$ cat config.mk
export PLATFORM = sky130hd
export DESIGN_NAME = mbx_irq_flags
export DESIGN_NICKNAME = d
export VERILOG_FILES = /design/src/rtl/mbx_irq_pkg.sv /design/src/rtl/mbx_port_decode.sv /design/src/rtl/mbx_flag.sv /design/src/rtl/mbx_irq_flags.sv
export SDC_FILE = /design/constraint.sdc
export NUM_CORES = 1
export LEC_CHECK = 0
export BUFFER_PORTS_ARGS = -buffer_cell sky130_fd_sc_hd__buf_4
export CAP_MARGIN = 10
export CORE_AREA = 2 2 39 41
export DETAILED_ROUTE_END_ITERATION = 12
export DIE_AREA = 0 0 41 43
export PLACE_DENSITY = 0.5
export SYNTH_ARGS = -nofsm -noshare
export SYNTH_HDL_FRONTEND = slang
export SYNTH_SLANG_ARGS = --single-unit
$ cat constraint.sdc
create_clock -name clk -period 1.47 [get_ports clk]
set_input_delay 0 -clock clk [delete_from_list [all_inputs] [get_ports clk]]
set_output_delay 0 -clock clk [all_outputs]
set_load 0.05 [all_outputs]
$ cat src/rtl/mbx_irq_pkg.sv
package mbx_irq_pkg;

    // Decoded request of one port toward the flag logic
    typedef struct packed {
        logic raise;   // qualifying write to the peer's mailbox
        logic ack;     // qualifying read of this port's own mailbox
    } mbx_req_t;

    // Registered state of one interrupt flag
    typedef struct packed {
        logic pend;    // 1 = message waiting, interrupt asserted
    } mbx_flag_t;

endpackage

$ cat src/rtl/mbx_port_decode.sv
module mbx_port_decode
    import mbx_irq_pkg::*;
#(
    parameter int ADDR_W   = 10,
    parameter int SEND_OFS = 0,   // offset below top address written to signal peer
    parameter int RECV_OFS = 1    // offset below top address read to acknowledge
) (
    input  logic              en_n,
    input  logic              oe_n,
    input  logic              we_n,
    input  logic [ADDR_W-1:0] addr,
    input  logic              busy_n,
    output mbx_req_t          req
);
    localparam logic [ADDR_W-1:0] TOP_A  = {ADDR_W{1'b1}};
    localparam logic [ADDR_W-1:0] SEND_A = TOP_A - ADDR_W'(SEND_OFS);
    localparam logic [ADDR_W-1:0] RECV_A = TOP_A - ADDR_W'(RECV_OFS);

    logic granted;
    logic wr_cyc;
    logic rd_cyc;

    always_comb begin
        granted   = !en_n && busy_n;
        wr_cyc    = granted && !we_n;
        rd_cyc    = granted && we_n && !oe_n;
        req.raise = wr_cyc && (addr == SEND_A);
        req.ack   = rd_cyc && (addr == RECV_A);
    end
endmodule

$ cat src/rtl/mbx_flag.sv
module mbx_flag
    import mbx_irq_pkg::*;
(
    input  logic clk,
    input  logic rst_n,
    input  logic set_i,
    input  logic clr_i,
    output logic irq_n
);
    mbx_flag_t state_d, state_q;

    always_comb begin
        state_d = state_q;
        if (clr_i) state_d.pend = 1'b0;
        if (set_i) state_d.pend = 1'b1;   // set after clear: set wins
    end

    always_ff @(posedge clk) begin
        if (!rst_n) state_q <= '0;
        else        state_q <= state_d;
    end

    assign irq_n = !state_q.pend;
endmodule

$ cat src/rtl/mbx_irq_flags.sv
module mbx_irq_flags
    import mbx_irq_pkg::*;
#(
    parameter int ADDR_W = 10
) (
    input  logic              clk,
    input  logic              rst_n,
    input  logic              l_en_n,
    input  logic              l_oe_n,
    input  logic              l_we_n,
    input  logic [ADDR_W-1:0] l_addr,
    input  logic              l_busy_n,
    input  logic              r_en_n,
    input  logic              r_oe_n,
    input  logic              r_we_n,
    input  logic [ADDR_W-1:0] r_addr,
    input  logic              r_busy_n,
    output logic              irq_l_n,
    output logic              irq_r_n
);
    localparam int NPORT = 2;
    localparam int LEFT  = 0;
    localparam int RIGHT = 1;

    logic              en_n   [NPORT];
    logic              oe_n   [NPORT];
    logic              we_n   [NPORT];
    logic [ADDR_W-1:0] addr   [NPORT];
    logic              busy_n [NPORT];
    mbx_req_t          req    [NPORT];
    logic              irq_n  [NPORT];

    always_comb begin
        en_n[LEFT]    = l_en_n;    en_n[RIGHT]   = r_en_n;
        oe_n[LEFT]    = l_oe_n;    oe_n[RIGHT]   = r_oe_n;
        we_n[LEFT]    = l_we_n;    we_n[RIGHT]   = r_we_n;
        addr[LEFT]    = l_addr;    addr[RIGHT]   = r_addr;
        busy_n[LEFT]  = l_busy_n;  busy_n[RIGHT] = r_busy_n;
    end

    // Left sends through the top address and receives at top-1;
    // right is the mirror image.
    for (genvar p = 0; p < NPORT; p++) begin : g_port
        mbx_port_decode #(
            .ADDR_W   (ADDR_W),
            .SEND_OFS ((p == LEFT) ? 0 : 1),
            .RECV_OFS ((p == LEFT) ? 1 : 0)
        ) dec_i (
            .en_n   (en_n[p]),
            .oe_n   (oe_n[p]),
            .we_n   (we_n[p]),
            .addr   (addr[p]),
            .busy_n (busy_n[p]),
            .req    (req[p])
        );

        // Flag of port p is raised by the other port, acknowledged by p
        mbx_flag flag_i (
            .clk   (clk),
            .rst_n (rst_n),
            .set_i (req[NPORT-1-p].raise),
            .clr_i (req[p].ack),
            .irq_n (irq_n[p])
        );
    end

    assign irq_l_n = irq_n[LEFT];
    assign irq_r_n = irq_n[RIGHT];
endmodule

==> flow_results.org <==
** Final layout
- The library cell used most frequently in the layout, excluding fill and tap cells, is sky130_fd_sc_hd__buf_4.
- In the final layout, the multi-input gates occupy 116.4 um^2.
- Number of flip-flops under the largest register name :: 2
- For this run, the post-layout net count is 89.
- Post-synthesis to final-layout area growth :: 167.9%
- Registers with the most flip-flops :: g_port.flag_i.state_q (2)
- In the layout the commonest cells are sky130_fd_sc_hd__buf_4 (31), sky130_fd_sc_hd__nand4_1 (3), sky130_fd_sc_hd__nand2_1 (3), sky130_fd_sc_hd__nand3b_1 (3), sky130_fd_sc_hd__clkbuf_4 (3).
- Largest register by flop count :: g_port.flag_i.state_q
- Filler cells :: between 150 and 200
- Fraction of final layout cells with drive strength greater than 1 :: 0.5965
- Area used by sequential logic in the layout :: between 40 and 50 um^2
- Number of antenna repair diodes :: 0

** Pwr
- Power, Total :: 245.0 uW
- Switching Share :: 0.1918
- Max VDD drop :: 153.6 uV
- Sequential power share :: 0.223
- For this design the static power due to leakage is about 0.0002 uW.
- Internal power component :: 198.0 uW
- PwrDens :: 557.8 nW/um^2
- Summed over all nets, the switching power comes to 47.00 uW.
- Of the total power, combinational logic draws 0.279.
- Share of total power in the clock network :: 0.498

** Worst hold path
- Hold crit path type :: in2reg

** Detailed routing
- Post-detailed-route via-to-cell ratio :: 4.397
- Wirelength, routed :: 666 um
- After the first detailed-routing iteration, the DRC count stood at 0.
- Once detail routing completed, the nets flagged for antenna violations numbered 0.
- Detailed-routing iteration count for the pre-antenna-repair pass :: 1
- Average wire per cell in the routed design :: 9.123 um
- Vias :: 321
- DRC errors left :: 0

** Clock tree
- TritonCTS created 3 clock buffers.
- For the worst-skew pair, the clock arrives at the later sink with an insertion delay of between 0.2 and 0.25 ns.
- Number of H-tree branching levels :: 1
- In this run the deepest clock path goes through 2 buffers.
- After clock tree synthesis, the clock-pin slew on the worst setup and hold paths is 0.03 ns.
- Cell at the root of the clock tree :: sky130_fd_sc_hd__clkbuf_4
- TritonCTS built the clock tree.
- Clk sinks :: 2
- The number of hold buffers added after CTS was 0.
- Post-CTS setup buffers :: 0
- The number of gates resized after CTS was 0.

** Timing
- Setup violations remaining at the end of the flow were counted as 0.
- Final sum of negative setup slack :: 0 ns
- The final count of hold timing violations was 0.
- Final worst-path setup slack :: 0.7043 ns
- Static timing analysis puts the maximum clock frequency at approximately 1.3 GHz.
- Worst slew slack as a fraction of its limit :: 0.8378
- The clock arrives with 0 ns of skew.
- Dividing the final minimum period by the clock period gives 0.5209.
- Count of final max-slew check failures :: 0
- Setup repair after global routing left no endpoint under its margin.
- Counting I/O delays and the setup requirement, the final critical path takes around 0.77 ns.
- At the pin with the least slew margin, the transition time is 0.2411 ns.

** Worst setup path
- Along the worst path, the maximum fanout reaches 2.
- The largest individual stage delay along the critical path comes from the cell sky130_fd_sc_hd__dfxtp_1.
- The signal on the critical path passes through inv_1, buf_4.
- STA classifies the critical path startpoint as a flip-flop.
- At the worst endpoint, the required time is around 1.5 ns.
- Data on the critical path arrives at its endpoint at 0.77 ns.
- On the worst path, the slowest cell contributes a delay of 0.32 ns.
- The critical path is of the reg2out type.
- STA classifies the critical path endpoint as a primary output.
- Reg2reg setup slack :: about 0.89 ns

** Synthesis
- In this run, distinct cell masters in the synthesized netlist total 14.
- Number of synthesized register bits :: 2
- Synthesis produced 23 cells.
- Fraction of the yosys area taken by sequential cells :: 0.2443
- Synth Net Count :: 53
- Cell area after technology mapping :: 163.9 um^2
- The average instance in the mapped netlist occupies 7.126 um^2.
- Yosys warning count :: 0

** Floorplanning
- From bottom edge to top edge, the die measures 43 um.
- After floorplanning, the core was sized to cover 1384 um^2.
- The die covers around 1800 um^2.
- Std-Cell Rows :: 14
- Die X :: 41 um
- For this configuration, the core starts out at a cell density of 0.1184.
- Pin placement for this block handled 32 I/O pins.

** Global routing
- The initial antenna violation count was 0.
- The first global-routing pass estimated 1007 um of wire.
- Gr ovfl total :: 0
- Vias in the first global route :: around 320
- Global-route total usage across every layer :: 0.08509
- Largest net degree at the start of global routing :: 5

** Place
- Prior to clock tree synthesis, the placed netlist has a worst setup slack of 0.5380 ns.
- Input and output buffers added on the ports amount to 31.
- The congestion estimate from routability-driven global placement came to 0.5949.

** Run
- Max-Cap Viols :: 0

** Status
- Outcome :: finished clean
metrics by stage:
step	util	hold WS, ns	cell area (um^2)	cells
floorplan	-	0.1503	163.9	23
global placement	0.3011	0.2916	416.7	70
detailed placement	0.3011	0.2897	416.7	70
CTS	0.3174	0.05706	439.2	73
global route	0.3174	0.07675	439.2	73
finish	0.3174	0.06022	439.2	73
final cells by class:
class | count | area share
clock buffer | 3 | 0.05128
multi-input combinational | 19 | 0.2650
timing repair buffer | 31 | 0.5299
inverter | 2 | 0.01709
sequential | 2 | 0.09117
tap | 16 | 0.04558
synth_stat cells (all sizes together):
cell	n	area [um^2]
dfxtp	2	40.04
inv	2	7.510
nand2	3	11.26
nand3	1	5.000
nand3b	3	22.52
nand4	3	18.77
nand4b	1	8.760
nor2	1	3.750
nor4	2	12.51
o21ai	1	5.000
o22ai	1	6.260
or3	1	6.260
or3b	1	8.760
or4	1	7.510
critical path: cells and delay by family (launching register included):
family,cells,cell delay [ns]
buffers and inverters,2,0.22
flip-flops,1,0.32
power groups by stage:
stage / Sequential, uW / Clock [uW] / Combinational [uW]
after floorplan: 55.4 / 0 / 8.32
after global placement: 55.4 / 0 / 67.6
after detailed placement: 55.4 / 0 / 69.1
after CTS: 54.7 / 126 / 69.1
after global routing: 54.7 / 128 / 74.3
final: 54.7 / 122 / 68.3
logic make-up (layout without fill, tap and decap cells):
family	count (synthesis)	after routing	share of synthesized area
AO/OA/AOI/OAI	2	2	0.06870
buffers and inverters	2	36	0.04582
AND/OR/NAND/NOR	17	17	0.6412
flip-flops	2	2	0.2443
path summary, 6_finish.rpt:
kind / from / to / cells past startpoint
max: g_port[0].flag_i.state_q$_SDFFE_PN0P_ / irq_l_n / 2
min: r_addr[0] / g_port[0].flag_i.state_q$_SDFFE_PN0P_ / 4
max reg2reg: g_port[1].flag_i.state_q$_SDFFE_PN0P_ / g_port[1].flag_i.state_q$_SDFFE_PN0P_ / 2
min reg2reg: g_port[0].flag_i.state_q$_SDFFE_PN0P_ / g_port[0].flag_i.state_q$_SDFFE_PN0P_ / 2
routing by layer:
layer | track usage | vias to the layer above | part of all wire
met5 | 0 | - | 0
met4 | 0.1000 | 0 | 0
met3 | 0 | 0 | 0.13
met2 | 0.1438 | 21 | 0.56
met1 | 0.07643 | 140 | 0.30
li1 | - | 160 | -
Note: power is estimated with default switching activity, not from simulation.
